## src/rtl/vid_id_pkg.sv

```systemverilog
package vid_id_pkg;
  localparam int WORD_BITS = 20;
  localparam int DATA_BITS = 14;
  localparam int CRC_BITS  = 6;
  localparam logic [CRC_BITS-1:0] CRC_TAPS = 6'b000011;
  localparam logic [CRC_BITS-1:0] CRC_SEED = 6'b111111;
endpackage

```

## src/rtl/vid_id_crc.sv

```systemverilog
module vid_id_crc
  import vid_id_pkg::*;
(
  input  logic                 clk,
  input  logic                 rst_n,
  input  logic                 load,
  input  logic [DATA_BITS-1:0] data,
  input  logic                 hold,
  output logic [CRC_BITS-1:0]  crc,
  output logic                 done
);
  localparam int CNT_W = $clog2(DATA_BITS + 1);

  logic [DATA_BITS-1:0] shreg;
  logic [CNT_W-1:0]     left;
  logic                 fb;
  logic [CRC_BITS-1:0]  crc_nx;

  always_comb begin
    fb     = shreg[DATA_BITS-1] ^ crc[CRC_BITS-1];
    crc_nx = {crc[CRC_BITS-2:0], 1'b0} ^ (fb ? CRC_TAPS : '0);
  end

  always_ff @(posedge clk or negedge rst_n) begin
    if (!rst_n) begin
      shreg <= '0;
      crc   <= CRC_SEED;
      left  <= '0;
      done  <= 1'b0;
    end else begin
      done <= 1'b0;
      if (load) begin
        shreg <= data;
        crc   <= CRC_SEED;
        left  <= CNT_W'(DATA_BITS);
      end else if (left != '0 && !hold) begin
        shreg <= {shreg[DATA_BITS-2:0], 1'b0};
        crc   <= crc_nx;
        left  <= left - 1'b1;
        if (left == CNT_W'(1)) done <= 1'b1;
      end
    end
  end

  // the step counter never exceeds the payload length
  a_r3_count_bound: assert property (@(posedge clk) disable iff (!rst_n)
    left <= CNT_W'(DATA_BITS));
  // completion follows a step taken from a count of one
  a_r3_done_after_last: assert property (@(posedge clk) disable iff (!rst_n)
    done |-> left == '0);
endmodule

```

## src/rtl/vid_id_bit_timer.sv

```systemverilog
module vid_id_bit_timer #(
  parameter int WORD_BITS = 20,
  parameter int PH_W      = 16,
  parameter int PH_STEP   = 1195
) (
  input  logic                            clk,
  input  logic                            rst_n,
  input  logic                            start,
  output logic                            active,
  output logic [$clog2(WORD_BITS+1)-1:0]  bit_idx
);
  localparam int IDX_W = $clog2(WORD_BITS + 1);
  localparam int POS_W = IDX_W + PH_W;

  logic [POS_W-1:0] pos;
  logic [POS_W-1:0] pos_nx;
  logic             last;

  always_comb begin
    pos_nx = pos + POS_W'(PH_STEP);
    last   = pos_nx[POS_W-1:PH_W] >= IDX_W'(WORD_BITS);
  end

  assign bit_idx = pos[POS_W-1:PH_W];

  always_ff @(posedge clk or negedge rst_n) begin
    if (!rst_n) begin
      pos    <= '0;
      active <= 1'b0;
    end else if (start) begin
      pos    <= '0;
      active <= 1'b1;
    end else if (active) begin
      pos <= pos_nx;
      if (last) active <= 1'b0;
    end
  end

  // the bit index advances by at most one per clock inside a window
  a_r5_idx_step: assert property (@(posedge clk) disable iff (!rst_n)
    (active && $past(active) && !$past(start)) |->
      (bit_idx == $past(bit_idx) || bit_idx == $past(bit_idx) + 1'b1));
  // the index stays inside the word while the window is open
  a_r6_idx_bound: assert property (@(posedge clk) disable iff (!rst_n)
    active |-> bit_idx < IDX_W'(WORD_BITS));
endmodule

```

## src/rtl/vid_id_inserter.sv

```systemverilog
module vid_id_inserter
  import vid_id_pkg::*;
#(
  parameter int H_W       = 11,
  parameter int V_W       = 10,
  parameter int START_PIX = 275,
  parameter int LINE_A    = 20,
  parameter int LINE_B    = 283,
  parameter int PH_W      = 16,
  parameter int PH_STEP   = 1195
) (
  input  logic           clk,
  input  logic           rst_n,
  input  logic           pal_mode_i,
  input  logic           id_en_i,
  input  logic [5:0]     id_hi_i,
  input  logic [7:0]     id_lo_i,
  input  logic           vsync_i,
  input  logic [H_W-1:0] h_cnt_i,
  input  logic [V_W-1:0] v_line_i,
  output logic           window_o,
  output logic           level_o
);
  localparam int IDX_W = $clog2(WORD_BITS + 1);
  localparam logic [IDX_W-1:0] LAST_IDX = IDX_W'(WORD_BITS - 1);

  logic                 vs_q;
  logic                 vs_fall;
  logic [DATA_BITS-1:0] shadow;
  logic [WORD_BITS-1:0] tx_word;
  logic [CRC_BITS-1:0]  crc;
  logic                 crc_done;
  logic                 enabled;
  logic                 line_hit;
  logic                 start;
  logic                 active;
  logic [IDX_W-1:0]     bit_idx;
  logic [IDX_W-1:0]     sel;

  always_comb begin
    vs_fall  = vs_q && !vsync_i;
    enabled  = !pal_mode_i && id_en_i;
    line_hit = (v_line_i == V_W'(LINE_A)) || (v_line_i == V_W'(LINE_B));
    start    = enabled && line_hit && (h_cnt_i == H_W'(START_PIX)) && !active;
    sel      = LAST_IDX - bit_idx;
  end

  always_ff @(posedge clk or negedge rst_n) begin
    if (!rst_n) begin
      vs_q    <= 1'b1;
      shadow  <= '0;
      tx_word <= '0;
    end else begin
      vs_q <= vsync_i;
      if (vs_fall) shadow <= {id_hi_i, id_lo_i};
      if (crc_done) tx_word <= {shadow, crc};
    end
  end

  vid_id_crc u_crc (
    .clk  (clk),
    .rst_n(rst_n),
    .load (vs_fall),
    .data ({id_hi_i, id_lo_i}),
    .hold (active || start),
    .crc  (crc),
    .done (crc_done)
  );

  vid_id_bit_timer #(
    .WORD_BITS(WORD_BITS),
    .PH_W     (PH_W),
    .PH_STEP  (PH_STEP)
  ) u_timer (
    .clk    (clk),
    .rst_n  (rst_n),
    .start  (start),
    .active (active),
    .bit_idx(bit_idx)
  );

  assign window_o = active;
  assign level_o  = active && tx_word[sel];

  // high level only inside the window
  a_r6_level_in_window: assert property (@(posedge clk) disable iff (!rst_n)
    level_o |-> window_o);
  // a window opens only after an enabled edge on an encoded line
  a_r7_open_on_line: assert property (@(posedge clk) disable iff (!rst_n)
    $rose(window_o) |-> $past(enabled && line_hit));
  // the word under transmission is frozen
  a_r10_word_frozen: assert property (@(posedge clk) disable iff (!rst_n)
    (window_o && $past(window_o)) |-> $stable(tx_word));
endmodule

```

## config.mk

```make
export PLATFORM = sky130hd
export DESIGN_NAME = vid_id_inserter
export DESIGN_NICKNAME = d
export VERILOG_FILES = /design/src/rtl/vid_id_pkg.sv /design/src/rtl/vid_id_crc.sv /design/src/rtl/vid_id_bit_timer.sv /design/src/rtl/vid_id_inserter.sv
export SDC_FILE = /design/constraint.sdc
export NUM_CORES = 1
export LEC_CHECK = 0
export ABC_CLOCK_PERIOD_IN_PS = 1850
export BUFFER_PORTS_ARGS = -buffer_cell sky130_fd_sc_hd__buf_2
export CORE_MARGIN = 4
export CORE_UTILIZATION = 50
export DETAILED_ROUTE_END_ITERATION = 12
export PLACE_DENSITY = 0.72
export SYNTH_ARGS = -nofsm -noshare
export SYNTH_HDL_FRONTEND = slang
export SYNTH_SLANG_ARGS = --single-unit
```

## constraint.sdc

```tcl
create_clock -name clk -period 1.85 [get_ports clk]
set_input_delay 0 -clock clk [delete_from_list [all_inputs] [get_ports clk]]
set_output_delay 0 -clock clk [all_outputs]
set_load 0.05 [all_outputs]
```

==> flow_summary_export.csv, run 1 <==
group,metric,value,unit
status,status,"finished, violations left",
status,failed_checks,"setup timing",
sta,finalCritPeriodShare,108,%
sta,setup_viol,1,
floorplanning,coreArea,7730,µm²
logic_synthesis,synth-main-ff-cell,"dfrtp_1",
critical_path,r2r_slack,0.04,ns
power,internal_power,3.27,mW
global_routing,overflow,0,
sta,layout_setup_ws,-0.152,ns
critical_path,cp_data_required_time,1.85,ns
logic_synthesis,netlist_area,3960,µm²
power,finalPower,4.48,mW
global_routing,grt_antenna_before_repair,0,
detailed_routing,dr.pass1.iters,4,
clock_tree,root_buffer,"clkbuf_8",
power,vdd_drop_max,0.736,mV
floorplanning,ios,42,
logic_synthesis,syn_nets,415,
logic_synthesis,ys_warn_count,0,
detailed_routing,via_count,3122,
job,maxCapViolCount,0,
placement,place_area,4500,µm²
clock_tree,clock_sinks,82,
worst_hold_path,hold_path.class,"input pin to async pin",
logic_synthesis,avgSynthCellArea,10.7,µm²
floorplanning,dieArea,9400,µm²
sta,rsz0062_at_grt,"true",
global_routing,grt_pass1_vias,3199,
critical_path,r2r_end,"u_timer.pos[20]",
cells_and_area,fin_nets,499,
cells_and_area,nFillCells,589,
clock_tree,clockBufferDepth,2,
detailed_routing,ant_nets,0,
clock_tree,worstSkewPairLatency,0.36,ns
detailed_routing,remaining_drc_errors,0,
cells_and_area,drive_gt1_share,32.9,%
critical_path,cp.arrival,2.00,ns
floorplanning,dieHeight,97.0,µm
power,p_switching,1.21,mW
clock_tree,cts_tree,"done",
power,p_clk_share,29.5,%
logic_synthesis,async_flop_share,100,%
sta,worstMarginPinSlew,0.498,ns
logic_synthesis,synth-edff-count,0,
power,switching_share,27.1,%
detailed_routing,routedWlPerCell,15.7,µm
global_routing,grt_max_degree,48,
power,p_per_area,894,nW/µm²
cells_and_area,multi_input_area,1890,µm²
critical_path,critPathMaxFanout,5,
critical_path,critPathKind,"flip-flop to output port",
detailed_routing,viasPerCell,5.57,
cells_and_area,syn_to_final_growth,26.6,%
clock_tree,path_clk_slew,0.09,ns
clock_tree,cts_htree_levels,3,
power,p_comb_share,16.7,%
critical_path,cp-end-kind,"output port",
sta,slew_violations,0,
sta,fmax,0.499,GHz
critical_path,r2r_start,"u_timer.pos[16]",
logic_synthesis,synth_seq_cells,82,
logic_synthesis,netlist_top_cells_count,"75 x dfrtp_1, 66 x nand2_1, 26 x o21ai_0, 20 x mux2_2, 19 x mux2i_1",
cells_and_area,seqCellArea,2070,µm²
cells_and_area,antenna_cells,0,
floorplanning,initial_core_util,51.2,%
placement,gp_congestion,0.896,
detailed_routing,wirelength,8830,µm
floorplanning,die_w,97.0,µm
global_routing,grt_util_all_layers,19.3,%
logic_synthesis,synth_area_leaders,"dfrtp_1 47%, nand2_1 6.3%, mux2_2 5.7%",
logic_synthesis,ys_seq_area_share,52.1,%
logic_synthesis,ys_types,51,
sta,fin_crit,2.00,ns
placement,dp_cells,527,
critical_path,rr_worst_depth,5,
placement,hpwlAfterDp,6080,µm
clock_tree,cts_buffers,9,
global_routing,grt_pass1_wl,15000,µm
sta,whs,0.0255,ns
critical_path,start_kind,"flip-flop",
floorplanning,rows,32,
sta,slew_headroom,66.8,%
detailed_routing,drt_iter0_markers,167,
logic_synthesis,yosys.area.top_type,"dfrtp_1",
cells_and_area,final_area,5010,µm²
logic_synthesis,synth.top_cell.area_share,47.4,%
power,seq_power_share,53.7,%
power,p_leak,2.32,nW
cells_and_area,fin_util,64.8,%
sta,skew,0.00870,ns
sta,hold_viol,0,
logic_synthesis,syn_inst,370,
placement,port_buffers,41,
cells_and_area,stdcell_count,561,
logic_synthesis,synth_most_common_cell,"dfrtp_1",
## cells by family after synthesis
kind of cell | Yosys count | synth area share [%]
AOI/OAI and AO/OA | 85 | 13.9
xor gates and xnor gates | 6 | 1.33
adders and majority gates | 5 | 1.58
buffers and inverters | 31 | 3.57
DFF | 82 | 52.1
muxes | 44 | 13.3
and+or+nand+nor | 117 | 14.2
## area by class of cell
class	count	share of cell area, %
Inverter	12	0.899
Multi-Input combinational cell	257	37.7
Clock buffer	9	2.47
Clock inverter	7	1.52
Tap cell	102	2.55
Sequential cell	82	41.3
Timing Repair Buffer	92	13.5
## power groups by stage
stage	combinational [mW]	sequential (mW)	clock, mW
2_1_floorplan	0.540	2.35	0
3_3_place_gp	0.669	2.43	0
3_5_place_dp	0.711	2.44	0
4_1_cts	0.751	2.41	1.36
5_1_grt	0.835	2.45	1.44
6_report	0.750	2.41	1.32
## metrics by stage
stage | TNS, ns | setup slack, ns
floorplan | 0 | 0.0148
global placement | 0 | 0.0417
detailed placement | -0.0134 | -0.0134
CTS | -0.163 | -0.163
global route | -0.338 | -0.244
finish | -0.152 | -0.152
## metal layers
metal	wire, µm	global-route usage [%]
met1	3930	25.6
met3	283	3.97
met5	0	0
met2	4520	32.3
met4	91	5.40
## sequential cells by signal, indices dropped and copies added, names as in the netlist
name and flops:
u_crc.left 4, u_crc.crc 6, vs_q 1, tx_word 20, u_timer.pos 21, shadow 14, u_crc.shreg 14, u_crc.done 1
u_timer.active 1
## worst max path at each step
stage                                  to            start  depth (start not counted)  slack, ns
after floorplan                   level_o  u_timer.pos[18]                          8       0.01
after global placement    u_timer.pos[16]   u_timer.pos[0]                          8       0.04
after detailed placement  u_timer.pos[15]   u_timer.pos[3]                          6      -0.01
after CTS                         level_o  u_timer.pos[16]                          6      -0.16
after global routing              level_o  u_timer.pos[19]                          8      -0.24
final                             level_o  u_timer.pos[16]                          6      -0.15
## what timing repair did
item	in CTS	in global routing
endpoints found under the hold margin	104	0
hold buffers	16	0
setup endpoints to repair	8	12
pin swaps	1	4
resized for setup	10	27
buffers inserted	1	1
gates cloned	0	0
## worst max-delay path: stages (launching register included)
cell and delay [ns]:
dfrtp_2 0.43, mux4_2 0.52, nor2b_1 0.15, a31oi_1 0.15, o22ai_1 0.09, nor4b_4 0.15, buf_6 0.16
## layout by cell type (no fill, tap or decap), drive strengths merged, types with 11 or more instances in the layout
cell,synthesis,routed
dlygate4sd3,0,16
mux2i,19,19
o21ai,34,34
mux2,20,20
dfrtp,75,75
nand2,66,66
inv,11,13
nor2,11,11
buf,5,76
No activity file was read; power rests on OpenSTA's default activity.
==> run 2: changes to the inputs <==
--- a/config.mk
+++ b/config.mk
@@ -6,11 +6,11 @@
 export NUM_CORES = 1
 export LEC_CHECK = 0
 export ABC_CLOCK_PERIOD_IN_PS = 1850
-export BUFFER_PORTS_ARGS = -buffer_cell sky130_fd_sc_hd__buf_2
 export CORE_MARGIN = 4
 export CORE_UTILIZATION = 50
 export DETAILED_ROUTE_END_ITERATION = 12
-export PLACE_DENSITY = 0.72
+export DONT_BUFFER_PORTS = 1
+export PLACE_DENSITY = 0.68
 export SYNTH_ARGS = -nofsm -noshare
 export SYNTH_HDL_FRONTEND = slang
 export SYNTH_SLANG_ARGS = --single-unit
==> flow_summary_export.csv, run 2 (synthesis results as in run 1) <==
group,metric,value,unit
global_routing,grt_pass1_vias,2870,
floorplanning,die_w,97.0,µm
placement,port_buffers,0,
cells_and_area,reg_top3,"u_timer.pos: 21 flops, tx_word: 20 flops",
critical_path,cp-end-kind,"output port",
global_routing,overflow,0,
power,seq_power_share,55.3,%
critical_path,cp_data_required_time,1.85,ns
cells_and_area,largest-register,"u_timer.pos",
critical_path,r2r_slack,0.04,ns
critical_path,r2r_start,"u_timer.pos[0]",
status,status,"finished, violations left",
sta,fin_crit,2.05,ns
detailed_routing,remaining_drc_errors,0,
detailed_routing,viasPerCell,5.63,
critical_path,critPathKind,"flip-flop to output port",
critical_path,critPathMaxFanout,5,
floorplanning,dieArea,9400,µm²
status,failed_checks,"hold timing, setup timing",
clock_tree,cts_tree,"done",
cells_and_area,fin_nets,456,
clock_tree,clockBufferDepth,2,
placement,gp_congestion,0.860,
detailed_routing,drt_iter0_markers,146,
clock_tree,path_clk_slew,0.09,ns
clock_tree,clock_sinks,82,
floorplanning,rows,32,
floorplanning,ios,42,
cells_and_area,nFillCells,622,
power,p_switching,1.12,mW
cells_and_area,syn_to_final_growth,18.7,%
floorplanning,initial_core_util,51.2,%
critical_path,cp.arrival,2.05,ns
critical_path,start_kind,"flip-flop",
power,switching_share,25.7,%
global_routing,grt_max_degree,83,
sta,whs,-0.677,ns
detailed_routing,met3WireLength,366,µm
sta,setup_viol,1,
cells_and_area,final_common_cell,"dfrtp_1",
power,p_leak,2.09,nW
detailed_routing,dr.pass1.iters,4,
power,p_per_area,924,nW/µm²
sta,hold_viol,82,
critical_path,cp-startpoint,"u_timer.pos[16]",
power,p_comb_share,14.8,%
clock_tree,root_buffer,"clkbuf_8",
sta,finalCritPeriodShare,111,%
detailed_routing,wirelength,8120,µm
critical_path,r2r_end,"u_timer.pos[20]",
sta,skew,0.00928,ns
power,p_clk_share,29.9,%
cells_and_area,antenna_cells,0,
cells_and_area,final_cell_mix,"71 x dfrtp_1, 66 x nand2_1, 31 x buf_4, 24 x o21ai_0, 20 x mux2_2",
clock_tree,cts_htree_levels,3,
power,vdd_drop_max,0.741,mV
floorplanning,coreArea,7730,µm²
critical_path,rr_worst_depth,8,
floorplanning,dieHeight,97.0,µm
detailed_routing,met1_length,3510,µm
global_routing,grt_pass1_wl,13800,µm
clock_tree,worstSkewPairLatency,0.36,ns
sta,slew_headroom,68.2,%
sta,rsz0062_at_grt,"true",
global_routing,grt_antenna_before_repair,0,
detailed_routing,routedWlPerCell,15.7,µm
sta,fin_setup_tns,-0.197,ns
cells_and_area,largest_reg_flops,21,
critical_path,path_cells,"buf_4 -> mux4_2 -> a21boi_0 -> o22ai_1 -> nor4b_4 -> buf_12",
power,internal_power,3.22,mW
clock_tree,cts_hold_buffers,15,
sta,worstMarginPinSlew,0.475,ns
worst_hold_path,hold_path.class,"input pin to async pin",
detailed_routing,ant_nets,0,
sta,slew_violations,0,
global_routing,grt_util_all_layers,18.0,%
detailed_routing,highest_layer,"met4",
job,maxCapViolCount,0,
sta,layout_setup_ws,-0.197,ns
critical_path,worst_path_max_delay_cell,"mux4_2",
detailed_routing,wl_met2,4100,µm
critical_path,slowest_delay,0.49,ns
placement,hpwlAfterDp,5320,µm
sta,fmax,0.488,GHz
detailed_routing,via_count,2916,
cells_and_area,drive_gt1_share,24.5,%
clock_tree,cts_buffers,9,
## run 2: stage by stage
stage	area, µm²	power [mW]	setup WS (ns)	utilization, %	instances
after floorplan	3970	2.89	0.0148	-	370
after global placement	4230	3.01	0.0247	54.7	479
after detailed placement	4230	3.04	-0.0247	54.7	479
after CTS	4590	4.36	-0.207	59.4	511
after global routing	4700	4.57	-0.270	60.8	518
final	4700	4.34	-0.197	60.8	518
## run 2: layout make-up
| class | count | area [µm²] | share of cell area, % |
|---|---|---|---|
| clock buffers | 11 | 131 | 2.80 |
| clock inverters | 5 | 63.8 | 1.36 |
| inverters | 12 | 45.0 | 0.959 |
| multi-input cells | 257 | 1830 | 38.9 |
| flip-flops and latches | 82 | 2070 | 44.0 |
| well taps | 102 | 128 | 2.72 |
| repair buffers | 49 | 434 | 9.25 |
## run 2: worst max path at each step
stage | to | slack [ns] | cells after the start
6_report | level_o | -0.20 | 6
5_1_grt | level_o | -0.27 | 6
4_1_cts | level_o | -0.21 | 6
3_5_place_dp | u_timer.pos[20] | -0.02 | 8
3_3_place_gp | u_timer.pos[17] | 0.02 | 6
2_1_floorplan | level_o | 0.01 | 8
## run 2: repair_timing
action | in CTS | in global routing
endpoints found under the setup margin | 4 | 12
hold endpoints to repair | 111 | 82
gates resized for setup | 6 | 18
pin swaps | 0 | 3
buffers inserted | 1 | 7
## run 2: metal layers
metal,global-route usage [%],vias to the layer above
li1,-,1413
met1,23.7,1429
met2,29.0,60
met3,4.25,14
met4,6.48,0
met5,0,-
## run 2: critical path: cells and delay by family (launching register included)
family          cells  cell delay (ns)
simple gates        1             0.16
mux                 1             0.49
compound gates      2             0.32
flops               1             0.43
buf+inv             2             0.29
## run 2: power by group through the flow
stage	Combinational [mW]	Clock [mW]	Sequential, mW
6_report	0.643	1.30	2.40
4_1_cts	0.637	1.33	2.40
3_3_place_gp	0.585	0	2.42
2_1_floorplan	0.540	0	2.35
5_1_grt	0.729	1.40	2.44
3_5_place_dp	0.607	0	2.44
